## src/rtl/gpio_irq_pkg.sv

```systemverilog
package gpio_irq_pkg;

    parameter int unsigned GPIO_LINES = 32;

    typedef logic [GPIO_LINES-1:0] line_vec_t;

    // Registered state of the detector.
    typedef struct packed {
        line_vec_t prev;    // input level seen at the previous edge
        line_vec_t latch;   // held edge events
        line_vec_t raw;     // events before masking
        line_vec_t status;  // events after masking
        logic      armed;   // a previous sample exists
        logic      irq;     // combined request
    } det_state_t;

endpackage

```

## src/rtl/gpio_irq_edges.sv

```systemverilog
module gpio_irq_edges
    import gpio_irq_pkg::*;
(
    input  line_vec_t pin_i,
    input  line_vec_t prev_i,
    input  logic      armed_i,
    output line_vec_t rise_o,
    output line_vec_t fall_o
);

    line_vec_t armed_vec;

    assign armed_vec = {GPIO_LINES{armed_i}};
    assign rise_o    = pin_i & ~prev_i & armed_vec;
    assign fall_o    = ~pin_i & prev_i & armed_vec;

endmodule

```

## src/rtl/gpio_irq_line.sv

```systemverilog
module gpio_irq_line (
    input  logic pin_i,
    input  logic rise_i,
    input  logic fall_i,
    input  logic en_i,
    input  logic edge_mode_i,
    input  logic polarity_i,
    input  logic dual_edge_i,
    input  logic eoi_i,
    input  logic latch_q_i,
    output logic latch_d_o,
    output logic level_d_o
);

    logic sensed_edge;
    logic edge_active;

    always_comb begin
        if (dual_edge_i) begin
            sensed_edge = rise_i | fall_i;
        end else if (polarity_i) begin
            sensed_edge = rise_i;
        end else begin
            sensed_edge = fall_i;
        end
        edge_active = en_i & edge_mode_i;
        // A fresh edge wins over a clear in the same cycle.
        latch_d_o   = edge_active & ((latch_q_i & ~eoi_i) | sensed_edge);
        level_d_o   = en_i & ~edge_mode_i & (pin_i == polarity_i);
    end

endmodule

```

## src/rtl/gpio_irq_detect.sv

```systemverilog
module gpio_irq_detect
    import gpio_irq_pkg::*;
(
    input  logic      clk,
    input  logic      rst_n,
    input  line_vec_t pin_i,
    input  line_vec_t line_en_i,
    input  line_vec_t edge_mode_i,
    input  line_vec_t polarity_i,
    input  line_vec_t dual_edge_i,
    input  line_vec_t mask_i,
    input  line_vec_t eoi_i,
    output line_vec_t raw_status_o,
    output line_vec_t status_o,
    output logic      irq_o
);

    det_state_t st_d, st_q;
    line_vec_t  rise_w, fall_w;
    line_vec_t  latch_nx, level_nx;

    gpio_irq_edges u_edges (
        .pin_i   (pin_i),
        .prev_i  (st_q.prev),
        .armed_i (st_q.armed),
        .rise_o  (rise_w),
        .fall_o  (fall_w)
    );

    for (genvar gi = 0; gi < GPIO_LINES; gi++) begin : g_line
        gpio_irq_line u_line (
            .pin_i       (pin_i[gi]),
            .rise_i      (rise_w[gi]),
            .fall_i      (fall_w[gi]),
            .en_i        (line_en_i[gi]),
            .edge_mode_i (edge_mode_i[gi]),
            .polarity_i  (polarity_i[gi]),
            .dual_edge_i (dual_edge_i[gi]),
            .eoi_i       (eoi_i[gi]),
            .latch_q_i   (st_q.latch[gi]),
            .latch_d_o   (latch_nx[gi]),
            .level_d_o   (level_nx[gi])
        );
    end

    always_comb begin
        st_d        = st_q;
        st_d.prev   = pin_i;
        st_d.armed  = 1'b1;
        st_d.latch  = latch_nx;
        st_d.raw    = latch_nx | level_nx;
        st_d.status = st_d.raw & ~mask_i;
        st_d.irq    = |st_d.status;
    end

    always_ff @(posedge clk or negedge rst_n) begin
        if (!rst_n) begin
            st_q <= '0;
        end else begin
            st_q <= st_d;
        end
    end

    assign raw_status_o = st_q.raw;
    assign status_o     = st_q.status;
    assign irq_o        = st_q.irq;

endmodule

```

## config.mk

```make
export PLATFORM = sky130hd
export DESIGN_NAME = gpio_irq_detect
export DESIGN_NICKNAME = d
export VERILOG_FILES = /design/src/rtl/gpio_irq_pkg.sv /design/src/rtl/gpio_irq_edges.sv /design/src/rtl/gpio_irq_line.sv /design/src/rtl/gpio_irq_detect.sv
export SDC_FILE = /design/constraint.sdc
export NUM_CORES = 1
export LEC_CHECK = 0
export BUFFER_PORTS_ARGS = -buffer_cell sky130_fd_sc_hd__buf_2
export CELL_PAD_IN_SITES_DETAIL_PLACEMENT = 1
export CELL_PAD_IN_SITES_GLOBAL_PLACEMENT = 1
export CORE_ASPECT_RATIO = 1.25
export CORE_MARGIN = 2
export CORE_UTILIZATION = 39
export DETAILED_ROUTE_END_ITERATION = 10
export PLACE_DENSITY_LB_ADDON = 0.1
export SLEW_MARGIN = 10
export SYNTH_ARGS = -nofsm -noshare
export SYNTH_HDL_FRONTEND = slang
export SYNTH_HIERARCHICAL = 1
export SYNTH_SLANG_ARGS = --single-unit
```

## constraint.sdc

```tcl
create_clock -name clk -period 5.1 [get_ports clk]
set_input_delay 1.02 -clock clk [delete_from_list [all_inputs] [get_ports clk]]
set_output_delay 1.02 -clock clk [all_outputs]
set_load 0.1 [all_outputs]
```

# Word-level counts from Yosys, hierarchy flattened
# Index checks and enable logic that the tools add are counted.
[totals]
memories = 0
romBits = 0
ram_bits = 0
wordCells = 400
input_bits = 226
ff_bits = 130
latchBits = 0
[op_classes]
n_eq_ne = 32
div = 0
mul = 0
reduce_logical = 1
n_shift = 0
addsub = 0
muxes = 64
magnitude_cmp = 0
bitwise_logic = 297
[op_table]
columns = ["operator", "count"]
rows = [
  ["1-bit bitwise AND", 160],
  ["32-bit bitwise AND", 5],
  ["32-bit inverter", 3],
  ["1-bit 2-to-1 mux", 64],
  ["1-bit inverter", 64],
  ["1-bit bitwise OR", 64],
  ["1-bit equality test", 32],
  ["32-bit bitwise OR", 1],
  ["32-bit OR reduction", 1],
]

# Logic depth before layout (Yosys ltp)
[logic_depth]
word_depth = 10
depth_mapped = 10

# Modules after synthesis
# Netlist, hierarchy kept.
[by_module_without_submodules]
columns = ["module", "n_inst", "cells_each", "seq_area_each_um2", "area_per_inst_um2"]
rows = [
  ["gpio_irq_detect", 1, 296, 3253.1, 4377.9],
  ["gpio_irq_line", 32, 7, 0.0, 57.6],
  ["gpio_irq_edges", 1, 71, 0.0, 666.9],
]

# Least setup slack after synthesis
# No wires, ideal clock.
[synth_path]
path_kind = "input to register"
from = "in pin_i[21]"
to = "reg st_q (netlist bit irq_o)"
slack_ns = 2.657
arrival_time_ns = 2.305
setup_ns = 0.138
required_time_ns = 4.962
n_path_buf = 0
cell_stages = 8
cell_sequence = "and3b_1 > and2b_1 > a2111oi_2 > nor2_1 > or2_4 > nor2b_4 > nor4_2 > nand4_1"
[synth_rtl]
columns = ["element", "line", "text"]
rows = [
  ["from (decl)", "gpio_irq_detect.sv:6", "input line_vec_t pin_i,"],
  ["to (signal assigned)", "gpio_irq_detect.sv:60", "st_q <= st_d;"],
  ["to (decl)", "gpio_irq_detect.sv:18", "det_state_t st_d, st_q;"],
]

==> flow_summary.json <==
{
  "slew_headroom": 0.2915,
  "post-cts-setup-buffer-count": 0,
  "syn_nets": 817,
  "first_global_vias": 6249,
  "final_cells": 1068,
  "vias": 5435,
  "synth_area_mm2": 0.006887,
  "die-area_mm2": 0.01874,
  "fin_crit_sh": 0.5557,
  "tightest_slew_ns": 1.063,
  "drive_above_1_share": 0.4484,
  "rrSetupSlack_ns": 2.27,
  "max-cap-violations": 0,
  "yosys_warnings": 6,
  "rsz0062_at_grt": "no",
  "die_h_um": 152.6,
  "start_kind": "flop",
  "cts_resized": 0,
  "port_buffers": 290,
  "ys_seq_area_frac": 0.4724,
  "synth_cell_types": 24,
  "firstDrtPassIters": 2,
  "root_buffer": "clkbuf_16",
  "r2r_end": "irq_o",
  "cts.sinks": 130,
  "worstRegToRegCells": 8,
  "power_uw": 2805,
  "hpwl_um": 15380,
  "via_per_inst": 5.089,
  "grt_overflow": 0,
  "grt_max_degree": 108,
  "hold_class": "in -> async",
  "layout_min_cycle_time_ns": 2.834,
  "die_x_um": 122.9,
  "hold_buffers": 0,
  "power.density_mw_per_mm2": 325.9,
  "num-nets-final": 1056,
  "worstSkewPairLatency_ns": 0.42,
  "synth_seq_cells": 130,
  "grt_pass1_wl_um": 31020,
  "place_area_mm2": 0.008051,
  "antenna_found_initial": 2,
  "synth_cells": 591,
  "cp.required_ns": 5.38,
  "critPathKind": "reg -> reg",
  "clock_skew_ns": 0.006758,
  "slew_viol_final": 0,
  "post_drt_wl_per_cell_um": 18.38,
  "cts_tree": "done",
  "drtIter0Drc": 159,
  "globalRouteTotalUtil": 0.2144,
  "cp_max_fo": 64,
  "initial_utilization": 0.3966,
  "rr_startpoint": "st_q[1]",
  "cts_buffer_depth": 2,
  "routed_wl_um": 19630,
  "synth_area_leaders": "dfrtp_1 (47%), and3b_1 (7.6%), a2111oi_2 (7.0%), buf_4 (7.0%), o311ai_0 (4.1%)",
  "detail-route-antenna-nets": 0,
  "synth_area_per_cell_um2": 11.65,
  "fin_tns_setup_ns": 0,
  "clk_pin_slew_ns": 0.06,
  "io_pins": 291,
  "numCtsBuffers": 17,
  "critical_path_arrival_ns": 3.11,
  "core_mm2": 0.01736,
  "yosysTopAreaCellShare": 0.4724,
  "hold_viol_final": 0,
  "num_rows": 54,
  "fmax_ghz": 0.3529,
  "status": "complete, no violations",
  "areaGrowthSynthToFinish_pct": 24.98,
  "drc": 0,
  "end_kind": "flop",
  "gp_congestion": 0.8114,
  "setup_viol": 0,
  "design_area_mm2": 0.008607,
  "n_fill_cell": 1997,
  "dp.cells": 1035,
  "leakagePower_uw": 0.004792,
  "synth_top_cell_by_area": "dfrtp_1",
  "htreeDepth": 4,
  "peakVddDrop_uv": 201.4
}
[metal layers]
metal / up-vias / wire (um) / track usage
li1: 2518 / - / -
met1: 2684 / 6846 / 0.2113
met2: 196 / 10600 / 0.4009
met3: 35 / 1667 / 0.07335
met4: 2 / 511 / 0.08265
met5: - / 10 / 0
[state kept, by name, summed over array words and instances, names as in the netlist]
| name | count |
|---|---|
| status_o | 32 |
| irq_o | 1 |
| raw_status_o | 32 |
| st_q | 65 |
[kinds of logic after synthesis]
| group | synth area share |
|---|---|
| XOR/XNOR | 0.04070 |
| AO/OA/AOI/OAI | 0.1317 |
| other | 0.0005445 |
| AND/OR/NAND/NOR | 0.2571 |
| flip-flops | 0.4724 |
| buffers and inverters | 0.09757 |
[through the flow]
step	setup slack, ns	util	hold WS (ns)
5_1_grt	1.969	0.4957	0.7421
2_1_floorplan	2.657	-	0.6697
6_report	2.266	0.4957	0.7189
3_3_place_gp	2.159	0.4637	0.7056
3_5_place_dp	2.081	0.4637	0.7331
4_1_cts	2.212	0.4955	0.7306
[critical path, stage by stage (launching register included)]
cell and delay, ns:
dfrtp_2 0.79, and3b_1 0.39, and2b_1 0.17, a2111oi_2 0.25, nor2_1 0.12, o21bai_1 0.18
o2111ai_1 0.22, nor4_2 0.43, nand4_1 0.14
[layout by cell type, fill, tap and decap left out, drive strengths merged, types with 23 or more instances in the layout]
| cell type | synthesis | layout |
|---|---|---|
| and2b | 32 | 32 |
| xor2 | 32 | 32 |
| a2111oi | 32 | 32 |
| clkbuf | 0 | 27 |
| nor2b | 40 | 40 |
| nor2 | 50 | 50 |
| o311ai | 32 | 32 |
| buf | 71 | 291 |
| nor3b | 32 | 32 |
| dfrtp | 130 | 130 |
| inv | 24 | 24 |
| and3b | 64 | 64 |
| or2 | 23 | 23 |
[cell type report]
type | count | area, um2 | area share
multi-input cells | 366 | 2962 | 0.3441
clock buffers | 27 | 503.0 | 0.05844
diodes | 1 | 2.502 | 0.0002907
repair buffers | 291 | 1465 | 0.1702
clock inverters | 5 | 50.05 | 0.005815
well taps | 224 | 280.3 | 0.03256
flip-flops and latches | 130 | 3254 | 0.3781
inverters | 24 | 90.09 | 0.01047
[power breakdown]
part	internal (uW)	switching (uW)
combinational	172	384
sequential	1080	22.1
clock	719	429
[cell usage after synthesis, drive strengths merged]
master and instances:
nor4 4, o2111ai 1, nor2b 40, buf 71
conb 1, dfrtp 130, and2b 32, o21bai 15
nor3b 32, or2 23, inv 24, nand4 4
a2111oi 32, o311ai 32, and3b 64, xor2 32
nor2 50, o22ai 4
[worst max-delay path by stage]
stage | startpoint | end | cells past startpoint
final | st_q[1] | irq_o | 8
after detailed placement | pin_i[17] | irq_o | 9
after global routing | st_q[1] | irq_o | 8
after floorplan | pin_i[21] | irq_o | 8
after global placement | pin_i[24] | irq_o | 9
after CTS | st_q[1] | irq_o | 8
(Power assumes the default switching activity.)
